**config.mk**
```make
export PLATFORM = sky130hd
export DESIGN_NAME = angle_byte_out
export DESIGN_NICKNAME = d
export VERILOG_FILES = /design/src/rtl/angle_out_pkg.sv /design/src/rtl/angle_hold_reg.sv /design/src/rtl/en_priority.sv /design/src/rtl/byte_format.sv /design/src/rtl/angle_byte_out.sv
export SDC_FILE = /design/constraint.sdc
export NUM_CORES = 1
export LEC_CHECK = 0
export ABC_CLOCK_PERIOD_IN_PS = 2000
export BUFFER_PORTS_ARGS = -buffer_cell sky130_fd_sc_hd__buf_4
export CAP_MARGIN = 0
export CORE_UTILIZATION = 35
export DETAILED_ROUTE_END_ITERATION = 8
export MAX_ROUTING_LAYER = met4
export SLEW_MARGIN = 20
export SYNTH_ARGS = -nofsm -noshare
export SYNTH_HDL_FRONTEND = slang
export SYNTH_SLANG_ARGS = --single-unit
export TNS_END_PERCENT = 5
```
**constraint.sdc**
```tcl
create_clock -name clk_i -period 2 [get_ports clk_i]
set_input_delay 0.4 -clock clk_i [delete_from_list [all_inputs] [get_ports clk_i]]
set_output_delay 0.4 -clock clk_i [all_outputs]
set_load 0.02 [all_outputs]
```
**src/rtl/angle_out_pkg.sv**
```systemverilog
package angle_out_pkg;
  localparam int NUM_EN = 4;
  // enable index order is also the priority order
  localparam int EN_MA = 0;
  localparam int EN_LA = 1;
  localparam int EN_MB = 2;
  localparam int EN_LB = 3;

  typedef enum logic [1:0] {
    SEL_NONE = 2'd0,
    SEL_MSB  = 2'd1,
    SEL_LSB  = 2'd2
  } sel_e;
endpackage

```
**src/rtl/angle_hold_reg.sv**
```systemverilog
module angle_hold_reg #(
  parameter int ANGLE_W = 12
) (
  input  logic               clk_i,
  input  logic               rst_ni,
  input  logic               inh_ni,
  input  logic [ANGLE_W-1:0] angle_i,
  output logic [ANGLE_W-1:0] hold_o
);
  always_ff @(posedge clk_i or negedge rst_ni) begin
    if (!rst_ni)     hold_o <= '0;
    else if (inh_ni) hold_o <= angle_i;
  end
endmodule

```
**src/rtl/en_priority.sv**
```systemverilog
module en_priority
  import angle_out_pkg::*;
(
  input  logic [NUM_EN-1:0] en_n_i,
  output sel_e              sel_o,
  output logic              multi_o
);
  logic [NUM_EN-1:0] act;
  logic [2:0]        cnt;

  assign act = ~en_n_i;

  always_comb begin
    cnt = '0;
    for (int i = 0; i < NUM_EN; i++) cnt = cnt + 3'(act[i]);
  end
  assign multi_o = (cnt > 3'd1);

  always_comb begin
    sel_o = SEL_NONE;
    for (int i = NUM_EN - 1; i >= 0; i--) begin
      if (act[i]) sel_o = (i % 2 == 0) ? SEL_MSB : SEL_LSB;
    end
  end
endmodule

```
**src/rtl/byte_format.sv**
```systemverilog
module byte_format
  import angle_out_pkg::*;
#(
  parameter int ANGLE_W = 12
) (
  input  logic [ANGLE_W-1:0] hold_i,
  input  sel_e               sel_i,
  output logic [7:0]         byte_o
);
  localparam int LOW_W = ANGLE_W - 8;
  localparam int PAD_W = 8 - LOW_W;

  logic [7:0] hi_byte;
  logic [7:0] lo_byte;

  assign hi_byte = hold_i[ANGLE_W-1 -: 8];

  generate
    if (PAD_W == 0) begin : g_full
      assign lo_byte = hold_i[7:0];
    end else begin : g_pad
      assign lo_byte = {hold_i[LOW_W-1:0], {PAD_W{1'b0}}};
    end
  endgenerate

  always_comb begin
    unique case (sel_i)
      SEL_MSB: byte_o = hi_byte;
      SEL_LSB: byte_o = lo_byte;
      default: byte_o = 8'h00;
    endcase
  end
endmodule

```
**src/rtl/angle_byte_out.sv**
```systemverilog
module angle_byte_out
  import angle_out_pkg::*;
#(
  parameter int ANGLE_W = 12
) (
  input  logic               clk_i,
  input  logic               rst_ni,
  input  logic [ANGLE_W-1:0] angle_i,
  input  logic               inh_ni,
  input  logic               em_a_ni,
  input  logic               el_a_ni,
  input  logic               em_b_ni,
  input  logic               el_b_ni,
  output logic [7:0]         bus_o,
  output logic               bus_oe_o,
  output logic               contention_o
);
  logic [ANGLE_W-1:0] hold_q;
  logic [NUM_EN-1:0]  en_n;
  sel_e               sel;
  logic               multi;
  logic [7:0]         byte_d;

  assign en_n[EN_MA] = em_a_ni;
  assign en_n[EN_LA] = el_a_ni;
  assign en_n[EN_MB] = em_b_ni;
  assign en_n[EN_LB] = el_b_ni;

  angle_hold_reg #(.ANGLE_W(ANGLE_W)) u_hold (
    .clk_i  (clk_i),
    .rst_ni (rst_ni),
    .inh_ni (inh_ni),
    .angle_i(angle_i),
    .hold_o (hold_q)
  );

  en_priority u_prio (
    .en_n_i (en_n),
    .sel_o  (sel),
    .multi_o(multi)
  );

  byte_format #(.ANGLE_W(ANGLE_W)) u_fmt (
    .hold_i(hold_q),
    .sel_i (sel),
    .byte_o(byte_d)
  );

  always_ff @(posedge clk_i or negedge rst_ni) begin
    if (!rst_ni) begin
      bus_o        <= '0;
      bus_oe_o     <= 1'b0;
      contention_o <= 1'b0;
    end else begin
      bus_o        <= byte_d;
      bus_oe_o     <= (sel != SEL_NONE);
      contention_o <= multi;
    end
  end
endmodule

```
---- After elaboration in Yosys (flattened, before gate mapping) ----
Cells that the tools add are included.
word-level totals
  register bits ........................... 22
  output and inout port bits .............. 10
  logic and storage cells ................. 17
operators by class
  $add $sub $neg .......................... 3
  magnitude comparators ................... 1
  eq/ne operators ......................... 2
  muxes and demuxes ....................... 5
  bitwise logic cells ..................... 1
  reductions and logical operators ........ 1
operators with widths
  kind                  count
  $pmux W8 S2           1
  $mux W2               4
  $add A3 B1 Y3         2
  $not A4 Y4            1
  $gt A3 B1 Y1 const B  1
  $add A1 B1 Y2         1
  $eq A2 B1 Y1 const B  1
  $eq A2 B2 Y1 const B  1
  $reduce_bool A2 Y1    1

---- Depth between registers and ports, before layout ----
Gate-level depths: netlist of run 1.
  depth after elaboration ................. 7
  gate-level depth with buffers ........... 5
  gate-level depth less buffers ........... 5

---- Modules after synthesis ----
Synthesis of run 1 repeated with hierarchy kept, for this count alone.
second synthesis, totals
  cell total of the unflattened synthesis .. 59
  area, all modules ....................... 904.6 um^2
by module, submodules not included
  module          times used  cells an instance  area an instance (um^2)
  angle_hold_reg  1           25                 484.2
  angle_byte_out  1           11                 256.5
  byte_format     1           17                 116.4
  en_priority     1           6                  47.5

---- Worst setup path after synthesis of run 1 ----
Ideal clock, no wire load.
  path kind ............................... input to register
  from .................................... in em_a_ni
  to ...................................... reg contention_o
  data arrival time ....................... 1,210 ps
  required time ........................... 1,876 ps
  setup slack ............................. 666 ps
  stages on the path ...................... 4
  path buffers ............................ 0
  cell sequence ........................... inv_1 ha_1 ha_1 a211o_1
on the way
  longest elaborated chain between the ends .. 5
RTL lines
  what                         line                  source
  from (decl)                  angle_byte_out.sv:10  input logic em_a_ni,
  $not A4 Y4                   en_priority.sv:11     assign act = ~en_n_i;
  $add A1 B1 Y2                en_priority.sv:15     for (int i = 0; i < NUM_EN; i++) cnt = cnt + 3'(act[i]);
  $add A3 B1 Y3 (2 in series)  en_priority.sv:15
  $gt A3 B1 Y1                 en_priority.sv:17     assign multi_o = (cnt > 3'd1);
  named net multi              angle_byte_out.sv:21  logic multi;
  to (signal assigned)         angle_byte_out.sv:57  contention_o <= multi;
  to (decl)                    angle_byte_out.sv:16  output logic contention_o
The timed path passes the listed nets, and every way through them passes these cells.
A chain may end at the register's enable or synchronous reset.

---- Worst setup path in the final report of run 1 ----
  from .................................... in em_b_ni
  to ...................................... reg bus_o[5]
on the way
  longest elaborated chain between the ends .. 6
  elaborated cells between the ends (all ways) .. 7
  classes of those cells .................. eq/ne: 2; mux: 4; bitwise: 1
RTL lines
  what                                          line                  source
  from (decl)                                   angle_byte_out.sv:12  input logic em_b_ni,
  $not A4 Y4 *                                  en_priority.sv:11
  $mux W2 * (3 in series)                       en_priority.sv:22     if (act[i]) sel_o = (i % 2 == 0) ? SEL_MSB : SEL_LSB;
  $eq A2 B2 Y1 or $eq A2 B1 Y1 (tied branches)  byte_format.sv:27     unique case (sel_i)
  $pmux W8 S2 *                                 byte_format.sv:27
  named net byte_d[5]                           angle_byte_out.sv:22  logic [7:0] byte_d;
  to (signal assigned)                          angle_byte_out.sv:55  bus_o <= byte_d;
  to (decl)                                     angle_byte_out.sv:14  output logic [7:0] bus_o,
Mark *: on every way through the listed nets, which the timed path passes. The rest lies on a longest branch.

==> results.sh, run 1 <==
export IMPL_reg2reg_from="u_hold.hold_o[11]"
export IMPL_nets=120
export IMPL_irDropWorstVdd_uv=420
export IMPL_yosys_area_top_type_share_pct=59.0
export IMPL_slowest_stage="ha_1"
export IMPL_tightest_slew_ns=0.295
export IMPL_initial_core_util_pct=37.3
export IMPL_grt_pass1_wl_mm=2.44
export IMPL_path_buf_inv=1
export IMPL_gr_max_usage_layer="met2"
export IMPL_crit_chain="buf_4 -> nor2b_1 -> o21ai_0 -> ha_1 -> a22oi_1 -> nor2b_1"
export IMPL_worst_ep_arrival_time_ns=1.51
export IMPL_cts_path_max_buffers=2
export IMPL_fin_crit_sh_pct=64.4
export IMPL_drive_above_1_share_pct=45.7
export IMPL_crit_path_end_kind="flop"
export IMPL_synth_edf_count=0
export IMPL_grt_max_degree=23
export IMPL_cp_startpoint="em_b_ni"
export IMPL_met1_usage_pct=15.2
export IMPL_power_uw=864
export IMPL_chipWidth_um=53.6
export IMPL_crit_required_ns=2.23
export IMPL_coreArea_sq_um=2500
export IMPL_grtUsageTotal_pct=12.8
export IMPL_setup_violations=0
export IMPL_slew_headroom_pct=80.4
export IMPL_wl_per_cell_um=12.3
export IMPL_synth_seq_cells=22
export IMPL_critical_path_max_stage_delay_ns=0.39
export IMPL_antenna_cells=0
export IMPL_vias_per_cell=4.74
export IMPL_synth_area_per_cell_sq_um=14.8
export IMPL_p_leak_uw=0.000631
export IMPL_critPathTopFamily="adder cells"
export IMPL_die_area_sq_um=2880
export IMPL_gr_total_overflow=0
export IMPL_drtAntennaViolNets=0
export IMPL_htreeDepth=1
export IMPL_drt_pass1_iter_count=4
export IMPL_cts_root_buffer="clkbuf_4"
export IMPL_wirelength_mm=1.52
export IMPL_critPathKind="input port to flop"
export IMPL_synth_cell_types=13
export IMPL_clock_skew_ns=0.00186
export IMPL_cp_common_cell="nor2b_1"
export IMPL_area_growth_pct=28.8
export IMPL_syn_instance_count=63
export IMPL_clkLatencyLatePin_ns=0.29
export IMPL_fin_crit_ns=1.29
export IMPL_cts_tree="done"
export IMPL_netlist_area_sq_um=933
export IMPL_antenna_found_initial=0
export IMPL_async_reset_ff_share_pct=100
export IMPL_use_met2_pct=19.2
export IMPL_synth_ff_type="dfrtp_1"
export IMPL_cts_num_sinks=22
export IMPL_die_h_um=53.6
export IMPL_hold_viol=0
export IMPL_clk_pin_slew_ns=0.11
export IMPL_critical_path_max_fanout=8
export IMPL_yosysWarnings=0
export IMPL_first_global_vias=577
export IMPL_rsz0062_at_grt="no"
export IMPL_drv_cap=0
export IMPL_synthesis_nets=87
export IMPL_drt_iter0_drc=8
export IMPL_hp_start="angle_i[7]"
export IMPL_grt_use_met3_pct=5.08
export IMPL_powerDensity_nw_per_um2=719
export IMPL_ys_seq_area_share_pct=59.0
export IMPL_ys_top_cells_by_area="dfrtp_1 59%, mux2_4 16%, ha_1 6.7%"
export IMPL_cts_inserted_buffers=3
export IMPL_num_rows=18
export IMPL_place_hpwl_mm=1.11
export IMPL_fmax_ghz=0.777
export IMPL_yosys_area_top_type="dfrtp_1"
export IMPL_vias=588
export IMPL_io_buffers=28
export IMPL_finalWeightedCongestion=0.678
export IMPL_drc=0
export IMPL_finalSetupTns_ns=0
export IMPL_startpoint_type="input port"
export IMPL_yosysMostFrequentCell="dfrtp_1"
export IMPL_status="finished, final reports clean"
export IMPL_synthTopCellsByCount="22 x dfrtp_1, 10 x mux2_4, 5 x ha_1, 5 x inv_1, 5 x nor2b_1"
export IMPL_io_pins=29
export IMPL_hp_class="input port to flop"
export IMPL_drv_slew=0
layout by cell type (no fill, tap or decap), drive strengths merged:
| cell | n |
|---|---|
| buf | 28 |
| inv | 5 |
| dlygate4sd3 | 1 |
| a22oi | 4 |
| ha | 5 |
| mux2 | 12 |
| and3 | 4 |
| nor2b | 5 |
| dfrtp | 22 |
| o21ai | 2 |
| a21oi | 1 |
| o21a | 1 |
| clkbuf | 3 |
| a211o | 1 |
sequential cells by signal, summed over array words and instances, names as in the netlist:
| register | flops |
|---|---|
| u_hold.hold_o | 12 |
| bus_o | 8 |
| bus_oe_o | 1 |
| contention_o | 1 |
kinds of logic after synthesis:
kind of cell / Yosys count / share of synthesized area (%)
buffers and inverters: 6 / 3.22
and+or+nand+nor: 9 / 6.03
DFF: 22 / 59.0
adders and majority gates: 5 / 6.70
AOI/OAI and AO/OA: 9 / 6.57
muxes: 12 / 18.5
metal layers:
| metal | share of wire [%] | routed length [um] |
|---|---|---|
| met5 | 0 | 0 |
| met1 | 49 | 744 |
| met2 | 44 | 676 |
| met4 | 1.6 | 25 |
| met3 | 5.1 | 78 |
power by group:
| group | switching, uW | internal, uW | leakage (uW) |
|---|---|---|---|
| logic | 78.7 | 100 | 0.000348 |
| clock network | 114 | 70.0 | 0.0000138 |
| registers | 16.5 | 486 | 0.000269 |
path summary, 6_finish.rpt:
check | endpoint | slack [ns] | cells past startpoint
worst max-delay path | bus_o[5] | 0.71 | 6
max in group asynchronous | u_hold.hold_o[3] | 1.27 | 2
worst min-delay path | u_hold.hold_o[7] | 0.33 | 2
worst max register to register | u_hold.hold_o[11] | 1.23 | 1
worst min register to register | u_hold.hold_o[3] | 0.52 | 1
min in group asynchronous | u_hold.hold_o[2] | 0.52 | 2
timing repair:
action	in CTS	in global routing
endpoints found under the hold margin	22	0
setup buffers	0	0
resized for setup	0	0
hold buffers	1	0
final cells by class:
type / count / area, sq um
repair buffers: 29 / 220
flip-flops and latches: 22 / 551
well taps: 30 / 37.5
fillers: 233 / 1300
inverters: 5 / 18.8
multi-input cells: 35 / 353
clock buffers: 3 / 22.5
through the flow:
step                      worst slack (ns)  utilization [%]  instance area (sq um)  cells  hold WS, ns
after floorplan                      0.666                -                    933     63        0.104
after global placement               0.454             46.8                   1170    120        0.302
after detailed placement             0.389             46.8                   1170    120        0.303
after CTS                            0.716             48.1                   1200    124        0.317
after global routing                 0.604             48.1                   1200    124        0.305
final                                0.712             48.1                   1200    124        0.333
(Power assumes the default switching activity.)
==> run 2, diff against run 1 <==
ABC_AREA = 1   (was unset)
ABC_CLOCK_PERIOD_IN_PS = 1100   (was 2000)
clock period = 1.1 ns   (was 2 ns; I/O delays follow)
==> run 2 against run 1 <==
Compared with the run above: clock skew up 0.0094 ns; synthesized cell count up 48%; routed wire length up 7.6%; critical path depth down 5; sequential power up 79%; non-clock buffer count up 1; clock-buffer cell count unchanged; utilization up 2.1 points; global-route usage up 1.4 points; worst hold slack worse by 0.24 ns; cell area up 4.4%; die area down 0.52%.
==> results.sh, run 2 <==
export IMPL_min_delay_worst_endpoint="u_hold.hold_o[5]"
export IMPL_slowest_stage="dfrtp_1"
export IMPL_startpoint_type="flop"
export IMPL_critical_path_max_stage_delay_ns=0.39
export IMPL_vias=679
export IMPL_cts_inserted_buffers=3
export IMPL_synth_ff_type="dfrtp_1"
export IMPL_yosys_area_top_type="dfrtp_1"
export IMPL_crit_required_ns=0.88
export IMPL_power_switching_uw=449
export IMPL_clk_pin_slew_ns=0.13
export IMPL_cts_tree="done"
export IMPL_ys_seq_area_share_pct=59.3
export IMPL_reg2reg_to="bus_o[6]"
export IMPL_largest_register="u_hold.hold_o"
export IMPL_whs_path_depth=3
export IMPL_coreArea_sq_um=2500
export IMPL_r2r_setup_slack_ns=0.43
export IMPL_num_rows=18
export IMPL_holdWs_ns=0.0975
export IMPL_status="finished, final reports clean"
export IMPL_syn_instance_count=93
export IMPL_reg2reg_from="u_hold.hold_o[2]"
export IMPL_met1_usage_pct=14.8
export IMPL_htreeDepth=1
export IMPL_fill_cells=238
export IMPL_crit_path_end_kind="output port"
export IMPL_yosysWarnings=0
export IMPL_hold_viol=0
export IMPL_powerDensity_nw_per_um2=1460
export IMPL_synth_edf_count=0
export IMPL_irDropWorstVdd_uv=742
export IMPL_layout_common_cells="24 x buf_4, 22 x dfrtp_1, 19 x inv_1"
export IMPL_synth_seq_cells=22
export IMPL_finalSetupTns_ns=0
export IMPL_wirelength_mm=1.64
export IMPL_area_growth_pct=35.2
export IMPL_ff2ff_path_depth=2
export IMPL_drt_iter0_drc=4
export IMPL_synth_area_per_cell_sq_um=9.98
export IMPL_drtAntennaViolNets=0
export IMPL_fin_crit_sh_pct=97.4
export IMPL_cts_num_sinks=22
export IMPL_antenna_found_initial=0
export IMPL_drt_pass1_iter_count=2
export IMPL_fmax_ghz=0.933
export IMPL_initial_core_util_pct=37.1
export IMPL_first_global_vias=677
export IMPL_cts_path_max_buffers=2
export IMPL_gr_total_overflow=0
export IMPL_io_buffers=28
export IMPL_use_met2_pct=24.2
export IMPL_synthesis_nets=117
export IMPL_largest_reg_flops=12
export IMPL_internal_power_uw=1390
export IMPL_nets=150
export IMPL_synthTopCellsByCount="22 x dfrtp_1, 19 x inv_1, 17 x nand2_1"
export IMPL_grt_pass1_wl_mm=2.73
export IMPL_worst_ep_arrival_time_ns=0.85
export IMPL_drv_slew=0
export IMPL_hp_start="angle_i[5]"
export IMPL_vias_per_cell=4.38
export IMPL_netlist_area_sq_um=928
export IMPL_path_buf_inv=1
export IMPL_yosysMostFrequentCell="dfrtp_1"
export IMPL_critPathTopFamily="flip-flops"
export IMPL_cts_setup_buffers=0
export IMPL_fin_crit_ns=1.07
export IMPL_gr_max_usage_layer="met2"
export IMPL_crit_chain="buf_4"
export IMPL_critPathKind="flop to output port"
export IMPL_cp_startpoint="bus_o[0]"
export IMPL_drv_cap=0
export IMPL_power_frac_comb_pct=17.0
export IMPL_reg_top3="u_hold.hold_o (12), bus_o (8)"
export IMPL_drc=0
export IMPL_grt_use_met3_pct=2.59
export IMPL_place_area_sq_um=1170
export IMPL_hp_class="input port to flop"
export IMPL_critical_path_max_fanout=1
export IMPL_antenna_cells=0
export IMPL_async_reset_ff_share_pct=100
export IMPL_setup_violations=0
export IMPL_cts_root_buffer="clkbuf_4"
export IMPL_wl_per_cell_um=10.6
export IMPL_mostFrequentLayoutCell="buf_4"
export IMPL_p_leak_uw=0.000678
export IMPL_p_clk_share_pct=34.0
export IMPL_synth_cell_types=10
export IMPL_ys_top_cells_by_area="dfrtp_1 59%, inv_1 7.7%, nand2_1 6.9%"
export IMPL_drive_above_1_share_pct=32.0
export IMPL_yosys_area_top_type_share_pct=59.3
export IMPL_swShare_pct=24.4
export IMPL_die_h_um=53.5
export IMPL_pwr_share_seq_pct=49.0
export IMPL_grtUsageTotal_pct=14.2
export IMPL_chipWidth_um=53.5
export IMPL_io_pins=29
export IMPL_tightest_slew_ns=0.272
export IMPL_die_area_sq_um=2860
export IMPL_grt_max_degree=25
export IMPL_rsz0062_at_grt="yes"
export IMPL_place_hpwl_mm=1.21
export IMPL_clkLatencyLatePin_ns=0.31
export IMPL_finalInstanceArea_sq_um=1250
export IMPL_finalWeightedCongestion=0.751
export IMPL_slew_headroom_pct=81.8
export IMPL_clock_skew_ns=0.0113
[run 2: metrics by stage]
stage / total power, uW / utilization (%) / std cells / setup WS (ns)
after floorplan: 1080 / - / 93 / 0.0698
after global placement: 1210 / 46.9 / 150 / -0.0884
after detailed placement: 1220 / 46.9 / 150 / -0.162
after CTS: 1850 / 49.4 / 155 / 0.00783
after global routing: 1930 / 50.2 / 155 / -0.00108
final: 1840 / 50.2 / 155 / 0.0284
[run 2: area by class of cell]
cell class / instances / area, sq um / share of cell area [%]
clock inverter: 1 / 30.0 / 2.39
sequential: 22 / 551 / 43.9
tap: 30 / 37.5 / 2.99
inverter: 19 / 71.3 / 5.68
timing repair buffer: 30 / 246 / 19.6
clock buffer: 3 / 22.5 / 1.79
multi-input combinational: 50 / 297 / 23.6
[run 2: cell families (layout without fill, tap and decap cells)]
family	Yosys count	after routing	synth area share, %
AOI/OAI and AO/OA	16	16	10.6
adders and majority gates	5	5	6.74
buffers and inverters	21	53	10.1
DFF	22	22	59.3
and+or+nand+nor	29	29	13.2
[run 2: timing repair]
action                                  in CTS  in global routing
hold endpoints to repair                    22                  0
hold buffers                                 1                  0
endpoints found under the setup margin       0                  5
gates resized for setup                      0                  5
[run 2: worst reg2reg max path, delay by kind of cell, from the launching register on]
kind | cells | cell delay, ns
DFF | 1 | 0.41
AOI/OAI and AO/OA | 1 | 0.06
and+or+nand+nor | 1 | 0.11
[run 2: routing by layer]
metal,part of all wire [%],vias to the layer above
met5,0,-
met4,3.0,0
met3,3.3,7
met2,51,19
met1,43,305
li1,-,348
[run 2: power groups by stage]
stage | Clock [uW] | Sequential, uW | Combinational (uW)
CTS | 638 | 899 | 310
floorplan | 0 | 949 | 132
global route | 670 | 907 | 354
detailed placement | 0 | 915 | 306
global placement | 0 | 914 | 297
finish | 625 | 900 | 313
[run 2: worst max path at each step]
stage	endpoint	slack, ns	cells after the start
global placement	bus_o[6]	-0.09	8
finish	bus_o[0]	0.03	1
detailed placement	bus_o[6]	-0.16	8
global route	bus_o[3]	-0.001	1
CTS	bus_o[1]	0.008	1
floorplan	bus_o[4]	0.07	7
==> run 3, diff against run 2 <==
CORE_ASPECT_RATIO = 0.6   (was unset)
==> run 3 against run 2 <==
Compared with the run above: cell count is 1.9% higher; worst hold slack improved by 0.067 ns; register-to-register slack about the same.
==> results.sh, run 3 (same netlist as run 2, synthesis figures left out) <==
export IMPL_drt_pass1_iter_count=3
export IMPL_io_buffers=28
export IMPL_cts_hold_buf=1
export IMPL_crit_required_ns=0.88
export IMPL_irDropWorstVdd_uv=487
export IMPL_critPathKind="flop to output port"
export IMPL_holdWs_ns=0.164
export IMPL_hp_class="input port to flop"
export IMPL_rsz0062_at_grt="no"
export IMPL_drv_cap=0
export IMPL_htreeDepth=1
export IMPL_cts_inserted_buffers=3
export IMPL_cts_tree="done"
export IMPL_tightest_slew_ns=0.269
export IMPL_io_pins=29
export IMPL_cts_setup_buffers=0
export IMPL_power_switching_uw=431
export IMPL_worst_ep_arrival_time_ns=0.78
export IMPL_largest_reg_flops=12
export IMPL_nets=151
export IMPL_gr_total_overflow=0
export IMPL_grt_max_degree=25
export IMPL_slowest_stage="dfrtp_1"
export IMPL_r2r_setup_slack_ns=0.43
export IMPL_area_growth_pct=34.5
export IMPL_dp_cells=153
export IMPL_reg_top3="u_hold.hold_o (12), bus_o (8)"
export IMPL_ff2ff_path_depth=2
export IMPL_startpoint_type="flop"
export IMPL_vias=676
export IMPL_antenna_cells=0
export IMPL_antenna_found_initial=0
export IMPL_place_hpwl_mm=1.26
export IMPL_setup_violations=0
export IMPL_critical_path_max_fanout=1
export IMPL_clock_skew_ns=0.000972
export IMPL_hp_start="angle_i[2]"
export IMPL_postCtsResizedCells=0
export IMPL_vias_per_cell=4.28
export IMPL_drt_iter0_drc=37
export IMPL_internal_power_uw=1330
export IMPL_cts_root_buffer="clkbuf_8"
export IMPL_place_area_sq_um=1180
export IMPL_first_global_vias=670
export IMPL_status="finished, final reports clean"
export IMPL_powerDensity_nw_per_um2=1410
export IMPL_drc=0
export IMPL_crit_path_end_kind="output port"
export IMPL_crit_chain="buf_4"
export IMPL_grt_pass1_wl_mm=2.88
export IMPL_initial_core_util_pct=37.1
export IMPL_critical_path_max_stage_delay_ns=0.37
export IMPL_pwr_share_seq_pct=51.0
export IMPL_drive_above_1_share_pct=32.5
export IMPL_num_rows=14
export IMPL_critPathTopFamily="flip-flops"
export IMPL_largest_register="u_hold.hold_o"
export IMPL_drtAntennaViolNets=0
export IMPL_wl_per_cell_um=10.2
export IMPL_stdcell_count=158
export IMPL_fmax_ghz=0.999
export IMPL_clk_pin_slew_ns=0.07
export IMPL_hold_viol=0
export IMPL_coreArea_sq_um=2500
export IMPL_fin_crit_ns=1.00
export IMPL_die_h_um=41.9
export IMPL_reg2reg_from="u_hold.hold_o[1]"
export IMPL_cts_path_max_buffers=2
export IMPL_wirelength_mm=1.61
export IMPL_p_clk_share_pct=31.5
export IMPL_mostFrequentLayoutCell="buf_4"
export IMPL_clkLatencyLatePin_ns=0.25
export IMPL_slew_headroom_pct=82.0
export IMPL_power_frac_comb_pct=17.5
export IMPL_whs_path_depth=3
export IMPL_die_area_sq_um=2870
export IMPL_path_buf_inv=1
export IMPL_chipWidth_um=68.5
export IMPL_min_delay_worst_endpoint="u_hold.hold_o[2]"
export IMPL_layout_common_cells="30 x buf_4, 22 x dfrtp_1, 19 x inv_1"
export IMPL_grtUsageTotal_pct=14.7
export IMPL_fin_crit_sh_pct=91.0
export IMPL_finalInstanceArea_sq_um=1250
export IMPL_p_leak_uw=0.000679
export IMPL_finalSetupTns_ns=0
export IMPL_drv_slew=0
export IMPL_swShare_pct=24.4
export IMPL_finalWeightedCongestion=0.710
export IMPL_reg2reg_to="bus_o[5]"
export IMPL_cts_num_sinks=22
-- run 3: cell count changes in the layout (fill, tap and decap cells not counted) --
| cell | delta |
|---|---|
| buf_6 | -5 |
| clkbuf_4 | -3 |
| clkbuf_8 | +4 |
| bufinv_16 | -1 |
| buf_4 | +6 |
-- run 3: cell type report --
cell class / instances / area [sq um]
sequential: 22 / 551
timing repair buffer: 31 / 235
inverter: 19 / 71.3
clock buffer: 4 / 55.1
tap: 32 / 40.0
fill: 251 / 1260
multi-input combinational: 50 / 297
-- run 3: worst max path at each step --
stage	start	endpoint	slack [ns]	depth (start not counted)
detailed placement	em_b_ni	bus_o[5]	-0.17	8
floorplan	em_b_ni	bus_o[4]	0.07	7
finish	bus_o[2]	bus_o[2]	0.1	1
global route	em_b_ni	bus_o[5]	0.05	8
global placement	em_b_ni	bus_o[4]	-0.08	8
CTS	bus_o[2]	bus_o[2]	0.09	1
-- run 3: metal layers --
layer  up-vias  part of all wire [%]  GRT usage, %
met1       307                    48          18.5
met3         0                   8.1          6.59
li1        348                     -             -
met4         0                     0          2.50
met5         -                     0             -
met2        21                    44          22.0
-- run 3: power by group through the flow --
stage	Combinational (uW)	Sequential [uW]	Clock [uW]
after detailed placement	310	917	0
after floorplan	132	949	0
final	309	900	556
after CTS	314	900	579
after global routing	349	906	619
after global placement	300	916	0
-- run 3: through the flow --
step                      setup slack [ns]  util (%)  total power [uW]
after floorplan                     0.0698         -              1080
after global placement             -0.0797      47.3              1220
after detailed placement            -0.166      47.3              1230
after CTS                           0.0869      49.9              1790
after global routing                0.0456      49.9              1880
final                               0.0985      49.9              1760
